File: src/rtl/cstop_tdc_pkg.sv
`timescale 1ns/1ps
package cstop_tdc_pkg;

  // Strobes from control to datapath, at most one of them per cycle.
  typedef struct packed {
    logic capture;  // take a snapshot of every channel this edge
    logic clear;    // zero all held results this edge
  } tdcStrobes_t;

  typedef enum logic {
    ST_ARMED = 1'b0,
    ST_HOLD  = 1'b1
  } tdcState_t;

endpackage

File: src/rtl/tdc_sync_edge.sv
`timescale 1ns/1ps
// Multi-flop synchronizer followed by a rising-edge detector.
module tdc_sync_edge #(
  parameter int STAGES = 2
) (
  input  logic clk,
  input  logic rst_n,
  input  logic asyncIn,
  output logic riseOut
);

  logic [STAGES-1:0] syncQ;
  logic              lastQ;

  always_ff @(posedge clk or negedge rst_n) begin
    if (!rst_n) begin
      syncQ <= '0;
      lastQ <= 1'b0;
    end else begin
      syncQ <= {syncQ[STAGES-2:0], asyncIn};
      lastQ <= syncQ[STAGES-1];
    end
  end

  assign riseOut = syncQ[STAGES-1] & ~lastQ;

endmodule

File: src/rtl/tdc_channel.sv
`timescale 1ns/1ps
// One channel: keeps the stamp of its latest hit, ages it out of the
// window, and forms its result when the control asks for a capture.
module tdc_channel #(
  parameter int TIME_W     = 20,
  parameter int RANGE_BINS = 160
) (
  input  logic              clk,
  input  logic              rst_n,
  input  logic              hitRise,
  input  logic [TIME_W-1:0] alignedTime,
  input  logic              captureStb,
  input  logic              clearStb,
  output logic [TIME_W-1:0] timeQ,
  output logic              flagQ
);

  localparam logic [TIME_W-1:0] WindowLimit = TIME_W'(RANGE_BINS);

  logic [TIME_W-1:0] stampQ;
  logic              seenQ;
  logic [TIME_W-1:0] elapsed;
  logic              inWindow;

  // Modular difference. A stamp is dropped well before the counter
  // could wrap back onto it.
  assign elapsed  = alignedTime - stampQ;
  assign inWindow = seenQ && (elapsed <= WindowLimit);

  // Latest hit wins. An old hit is retired once it reaches the limit.
  always_ff @(posedge clk or negedge rst_n) begin
    if (!rst_n) begin
      stampQ <= '0;
      seenQ  <= 1'b0;
    end else if (hitRise) begin
      stampQ <= alignedTime;
      seenQ  <= 1'b1;
    end else if (seenQ && (elapsed >= WindowLimit)) begin
      seenQ  <= 1'b0;
    end
  end

  // Result register
  always_ff @(posedge clk or negedge rst_n) begin
    if (!rst_n) begin
      timeQ <= '0;
      flagQ <= 1'b0;
    end else if (captureStb) begin
      if (hitRise) begin
        timeQ <= '0;
        flagQ <= 1'b1;
      end else if (inWindow) begin
        timeQ <= elapsed;
        flagQ <= 1'b1;
      end else begin
        timeQ <= '0;
        flagQ <= 1'b0;
      end
    end else if (clearStb) begin
      timeQ <= '0;
      flagQ <= 1'b0;
    end
  end

endmodule

File: src/rtl/tdc_datapath.sv
`timescale 1ns/1ps
// Counter plus the channel array.
module tdc_datapath
  import cstop_tdc_pkg::*;
#(
  parameter int NUM_CH      = 16,
  parameter int TIME_W      = 20,
  parameter int RANGE_BINS  = 160,
  parameter int SYNC_STAGES = 2
) (
  input  logic                     clk,
  input  logic                     rst_n,
  input  logic [NUM_CH-1:0]        hitIn,
  input  tdcStrobes_t              strobes,
  output logic [NUM_CH*TIME_W-1:0] timeOut,
  output logic [NUM_CH-1:0]        hitFlagOut
);

  localparam logic [TIME_W-1:0] SyncLag = TIME_W'(SYNC_STAGES);

  logic [TIME_W-1:0] timeCount;
  logic [TIME_W-1:0] alignedTime;

  always_ff @(posedge clk or negedge rst_n) begin
    if (!rst_n) timeCount <= '0;
    else        timeCount <= timeCount + 1'b1;
  end

  // Back-date the count by the synchronizer depth. Hits and the stop
  // share this reference, so the lag never reaches a result.
  assign alignedTime = timeCount - SyncLag;

  for (genvar ch = 0; ch < NUM_CH; ch++) begin : g_chan
    logic hitRise;

    tdc_sync_edge #(.STAGES(SYNC_STAGES)) sync_i (
      .clk     (clk),
      .rst_n   (rst_n),
      .asyncIn (hitIn[ch]),
      .riseOut (hitRise)
    );

    tdc_channel #(.TIME_W(TIME_W), .RANGE_BINS(RANGE_BINS)) chan_i (
      .clk         (clk),
      .rst_n       (rst_n),
      .hitRise     (hitRise),
      .alignedTime (alignedTime),
      .captureStb  (strobes.capture),
      .clearStb    (strobes.clear),
      .timeQ       (timeOut[ch*TIME_W +: TIME_W]),
      .flagQ       (hitFlagOut[ch])
    );
  end

endmodule

File: src/rtl/tdc_ctrl.sv
`timescale 1ns/1ps
// Arm/hold control. The stop passes through the same synchronizer depth
// as the hits.
module tdc_ctrl
  import cstop_tdc_pkg::*;
#(
  parameter int SYNC_STAGES = 2
) (
  input  logic        clk,
  input  logic        rst_n,
  input  logic        trigIn,
  input  logic        clearIn,
  output tdcStrobes_t strobes,
  output logic        doneOut
);

  tdcState_t stateQ;
  logic      stopRise;

  tdc_sync_edge #(.STAGES(SYNC_STAGES)) stop_sync_i (
    .clk     (clk),
    .rst_n   (rst_n),
    .asyncIn (trigIn),
    .riseOut (stopRise)
  );

  always_comb begin
    strobes.capture = stopRise && (stateQ == ST_ARMED);
    strobes.clear   = clearIn && !strobes.capture;
  end

  always_ff @(posedge clk or negedge rst_n) begin
    if (!rst_n) begin
      stateQ  <= ST_ARMED;
      doneOut <= 1'b0;
    end else begin
      doneOut <= strobes.capture;
      if (strobes.capture)    stateQ <= ST_HOLD;
      else if (strobes.clear) stateQ <= ST_ARMED;
    end
  end

endmodule

File: src/rtl/cstop_tdc.sv
`timescale 1ns/1ps
module cstop_tdc
  import cstop_tdc_pkg::*;
#(
  parameter int NUM_CH      = 16,
  parameter int TIME_W      = 20,
  parameter int RANGE_BINS  = 160,
  parameter int SYNC_STAGES = 2
) (
  input  logic                     clk,
  input  logic                     rst_n,
  input  logic [NUM_CH-1:0]        hitIn,
  input  logic                     trigIn,
  input  logic                     clearIn,
  output logic [NUM_CH*TIME_W-1:0] timeOut,
  output logic [NUM_CH-1:0]        hitFlagOut,
  output logic                     doneOut
);

  tdcStrobes_t strobes;

  tdc_ctrl #(.SYNC_STAGES(SYNC_STAGES)) ctrl_i (
    .clk     (clk),
    .rst_n   (rst_n),
    .trigIn  (trigIn),
    .clearIn (clearIn),
    .strobes (strobes),
    .doneOut (doneOut)
  );

  tdc_datapath #(
    .NUM_CH      (NUM_CH),
    .TIME_W      (TIME_W),
    .RANGE_BINS  (RANGE_BINS),
    .SYNC_STAGES (SYNC_STAGES)
  ) dp_i (
    .clk        (clk),
    .rst_n      (rst_n),
    .hitIn      (hitIn),
    .strobes    (strobes),
    .timeOut    (timeOut),
    .hitFlagOut (hitFlagOut)
  );

endmodule

File: config.mk
export PLATFORM = sky130hd
export DESIGN_NAME = cstop_tdc
export DESIGN_NICKNAME = d
export VERILOG_FILES = /design/src/rtl/cstop_tdc_pkg.sv /design/src/rtl/tdc_sync_edge.sv /design/src/rtl/tdc_channel.sv /design/src/rtl/tdc_datapath.sv /design/src/rtl/tdc_ctrl.sv /design/src/rtl/cstop_tdc.sv
export SDC_FILE = /design/constraint.sdc
export NUM_CORES = 2
export LEC_CHECK = 0
export ABC_AREA = 1
export CAP_MARGIN = 5
export CORE_MARGIN = 3
export CORE_UTILIZATION = 45
export CTS_CLUSTER_SIZE = 16
export DETAILED_ROUTE_END_ITERATION = 6
export PLACE_DENSITY = 0.7
export SKIP_LAST_GASP = 1
export SLEW_MARGIN = 5
export SYNTH_ARGS = -nofsm -noshare
export SYNTH_HDL_FRONTEND = slang
export SYNTH_HIERARCHICAL = 1
export SYNTH_SLANG_ARGS = --single-unit
File: constraint.sdc
create_clock -name clk -period 14.4 [get_ports clk]
set_input_delay 3.6 -clock clk [delete_from_list [all_inputs] [get_ports clk]]
set_output_delay 3.6 -clock clk [all_outputs]
set_load 0.02 [all_outputs]
==> reports/metrics.yaml <==
power:
  seq_power_share_pct: 39.1
  cell_internal_pwr_w: 0.00387
  p_per_area_mw_per_mm2: 89.8
  leakage_nw: 33.5
  p_switching_w: 0.00162
  peakVddDrop_mv: 0.0726
  p_clk_share_pct: 42.0
  combPwrFrac_pct: 18.9
  p_sw_share_pct: 29.6
grt:
  use_met1_pct: 29.7
  antenna_found_initial: 0
  grt_max_degree: 166
  grt_pass1_vias: 43900
  grt_use_met2_pct: 37.4
  use_met3_pct: 2.81
  gr-usage-all-layers_pct: 22.1
  grt_busiest_layer: "met2"
  grt-ovfl-total: 0
  grt_pass1_wl_um: 222000
logic_synthesis:
  synth-xor-area-share_pct: 2.00
  synth_top_family_by_area: "simple AND/OR/NAND/NOR gates"
  yosysWarnings: 6
  avgSynthCellArea_um2: 6.97
  synthSimpleGateAreaFrac_pct: 37.4
  syn_nets: 7868
  synth-compound-area-share_pct: 5.66
  muxShareOfSynthArea_pct: 0
  synth_top_cell_area_share_pct: 35.5
  ys_seq_area_share_pct: 35.5
  synth_cell_types: 31
  synth_area_mm2: 0.0525
  ys_top_cells_by_area: "dfrtp_1, nand2_1, inv_1"
  synth-seq-cells: 745
  synth_cells: 7525
  synthAdderAreaFrac_pct: 7.93
  yosysTopAreaCell: "dfrtp_1"
die:
  dieWidth_um: 347
  fp.dieH_um: 347
  core_area_mm2: 0.115
  dieArea_mm2: 0.121
  rows: 124
  start_util_pct: 45.6
  num_io_pins: 357
job:
  drv_cap: 0
timing:
  clock.fmax_mhz: 189
  finClkSkew_ns: 0.0316
  min_period_over_period_pct: 36.8
  setup_ws_ns: 9.10
  max_slew_margin_pct: 23.6
  fin_crit_ns: 5.30
  setup_viol_count_final: 0
  tns_ns: 0
  maxSlewViolCount: 0
  rsz0062_at_grt: "false"
  worst_pin_slew_ns: 1.15
  hold_viol: 0
drt:
  drcViolationCount: 0
  wl_per_cell_um: 14.1
  vias: 46500
  routed_wirelength_um: 134000
  first_pass_iters: 5
  ant_nets: 0
  drt-initial-drc-count: 2800
  via_per_inst: 4.89
setup_path:
  worstReg2RegEnd: "dp_i/g_chan[9].chan_i/flagQ"
  cp-start-kind: "input port"
  end_kind: "register"
  reg2reg_setup_slack_ns: 9.56
  path_class: "input port to register"
  crit_arrival_ns: 5.81
  required_ns: 14.90
  r2r-start: "dp_i/timeCount[1]"
  reg2regPathDepth: 22
  worst-path-max-fanout: 16
cts:
  cts.sinks: 745
  cts_htree_levels: 3
  clkTransAtPathRegs_ns: 0.06
  clock_path_buffers: 3
  post-cts-setup-buffers: 0
  numCtsBuffers: 85
  cts_root_buffer: "clkbuf_16"
  ctsHoldBuffers: 0
  worstSkewPairLatency_ns: 0.67
  ctsResizeCount: 0
  cts_tree: "done"
finish:
  final_cell_mix: "nand2_1, inv_1, dfrtp_1, nor2_1, clkdlybuf4s50_1"
  area.growth.synth_to_final_pct: 16.7
  regArea_mm2: 0.0186
  final.fill_count: 11000
  multi_input_area_mm2: 0.0281
  final_common_cell: "nand2_1"
  layout-drive-gt1-share_pct: 10.7
  nNetsFinal: 8269
  fin_util_pct: 53.2
  diodes: 0
worst_hold_path:
  hp-class: "register to register"
  hold_depth: 0
  hp-start: "dp_i/g_chan[10].sync_i/syncQ[0]"
  min_to: "dp_i/g_chan[10].sync_i/syncQ[1]"
place:
  dpl.hpwl_um: 99600
  place_ws_ns: 8.47
  place.gp.congestion: 0.912
  io_buffers: 356
outcome:
  status: "completed"
==> final cells by class <==
type	instances	share of cell area, %
sequential	745	30.5
inverter	1505	9.23
clock buffer	119	4.03
tap	1512	3.09
multi-input combinational	5188	45.9
timing repair buffer	401	6.44
clock inverter	37	0.859
==> sequential cells by signal (all words and copies together), names as in the netlist <==
register / count
dp_i/g_chan.chan_i/stampQ: 320
dp_i/g_chan.sync_i/lastQ: 16
dp_i/g_chan.chan_i/flagQ: 16
ctrl_i/stateQ: 1
dp_i/g_chan.chan_i/timeQ: 320
ctrl_i/stop_sync_i/syncQ: 2
dp_i/g_chan.sync_i/syncQ: 32
dp_i/timeCount: 20
ctrl_i/doneOut: 1
dp_i/g_chan.chan_i/seenQ: 16
ctrl_i/stop_sync_i/lastQ: 1
==> cells by family after synthesis <==
| logic type | Yosys count |
|---|---|
| buffers and inverters | 1592 |
| AND/OR/NAND/NOR | 4168 |
| flip-flops | 745 |
| XOR/XNOR | 120 |
| AO/OA/AOI/OAI | 577 |
| adder cells (fa/ha/maj) | 323 |
==> worst max-delay path: stages <==
cell	delay, ns
clkdlybuf4s50_1	0.47
inv_1	0.08
a21oi_4	0.10
buf_4	0.46
nor2_1	0.28
inv_1	0.65
nor2_1	0.10
==> worst max path at each step <==
stage / from / to / slack (ns)
after floorplan: dp_i/timeCount[1] / dp_i/g_chan[9].chan_i/flagQ / 9.06
after global placement: clearIn / dp_i/g_chan[12].chan_i/timeQ[9] / 8.48
after detailed placement: clearIn / dp_i/g_chan[12].chan_i/timeQ[13] / 8.47
after CTS: dp_i/g_chan[12].chan_i/timeQ[8] / timeOut[248] / 9.06
after global routing: rst_n / dp_i/g_chan[5].chan_i/timeQ[3] / 9.03
final: clearIn / dp_i/g_chan[12].chan_i/timeQ[13] / 9.10
==> cell usage after synthesis, drive strengths merged <==
cell type,n
a21oi,207
and2,14
buf,9
clkbuf,78
dfrtp,745
fa,16
ha,307
inv,1505
nand2,2742
nand3,414
nand3b,48
nand4,242
nor2,644
nor3,64
o21ai,338
o21bai,16
o31ai,16
xnor2,35
xor2,85
==> power by group through the flow <==
stage / Clock [W] / Combinational [W] / Sequential (W)
after floorplan: 0 / 0.000798 / 0.00219
after global placement: 0 / 0.00101 / 0.00218
after detailed placement: 0 / 0.00104 / 0.00218
after CTS: 0.00238 / 0.00104 / 0.00215
after global routing: 0.00247 / 0.00118 / 0.00215
final: 0.00231 / 0.00104 / 0.00215
==> routing by layer <==
metal  part of all wire (%)  routed length [um]
met1                     46               62200
met2                     47               62800
met3                    4.4                5840
met4                    2.4                3160
met5                      0                   0
==> stage by stage <==
step | total power, W | area [um2] | hold slack (ns) | std cells
2_1_floorplan | 0.00298 | 52500 | 0.331 | 7525
3_3_place_gp | 0.00319 | 58200 | 0.332 | 9351
3_5_place_dp | 0.00322 | 58200 | 0.336 | 9351
4_1_cts | 0.00557 | 61200 | 0.347 | 9507
5_1_grt | 0.00579 | 61200 | 0.352 | 9507
6_report | 0.00549 | 61200 | 0.346 | 9507
(Power assumes the default switching activity.)
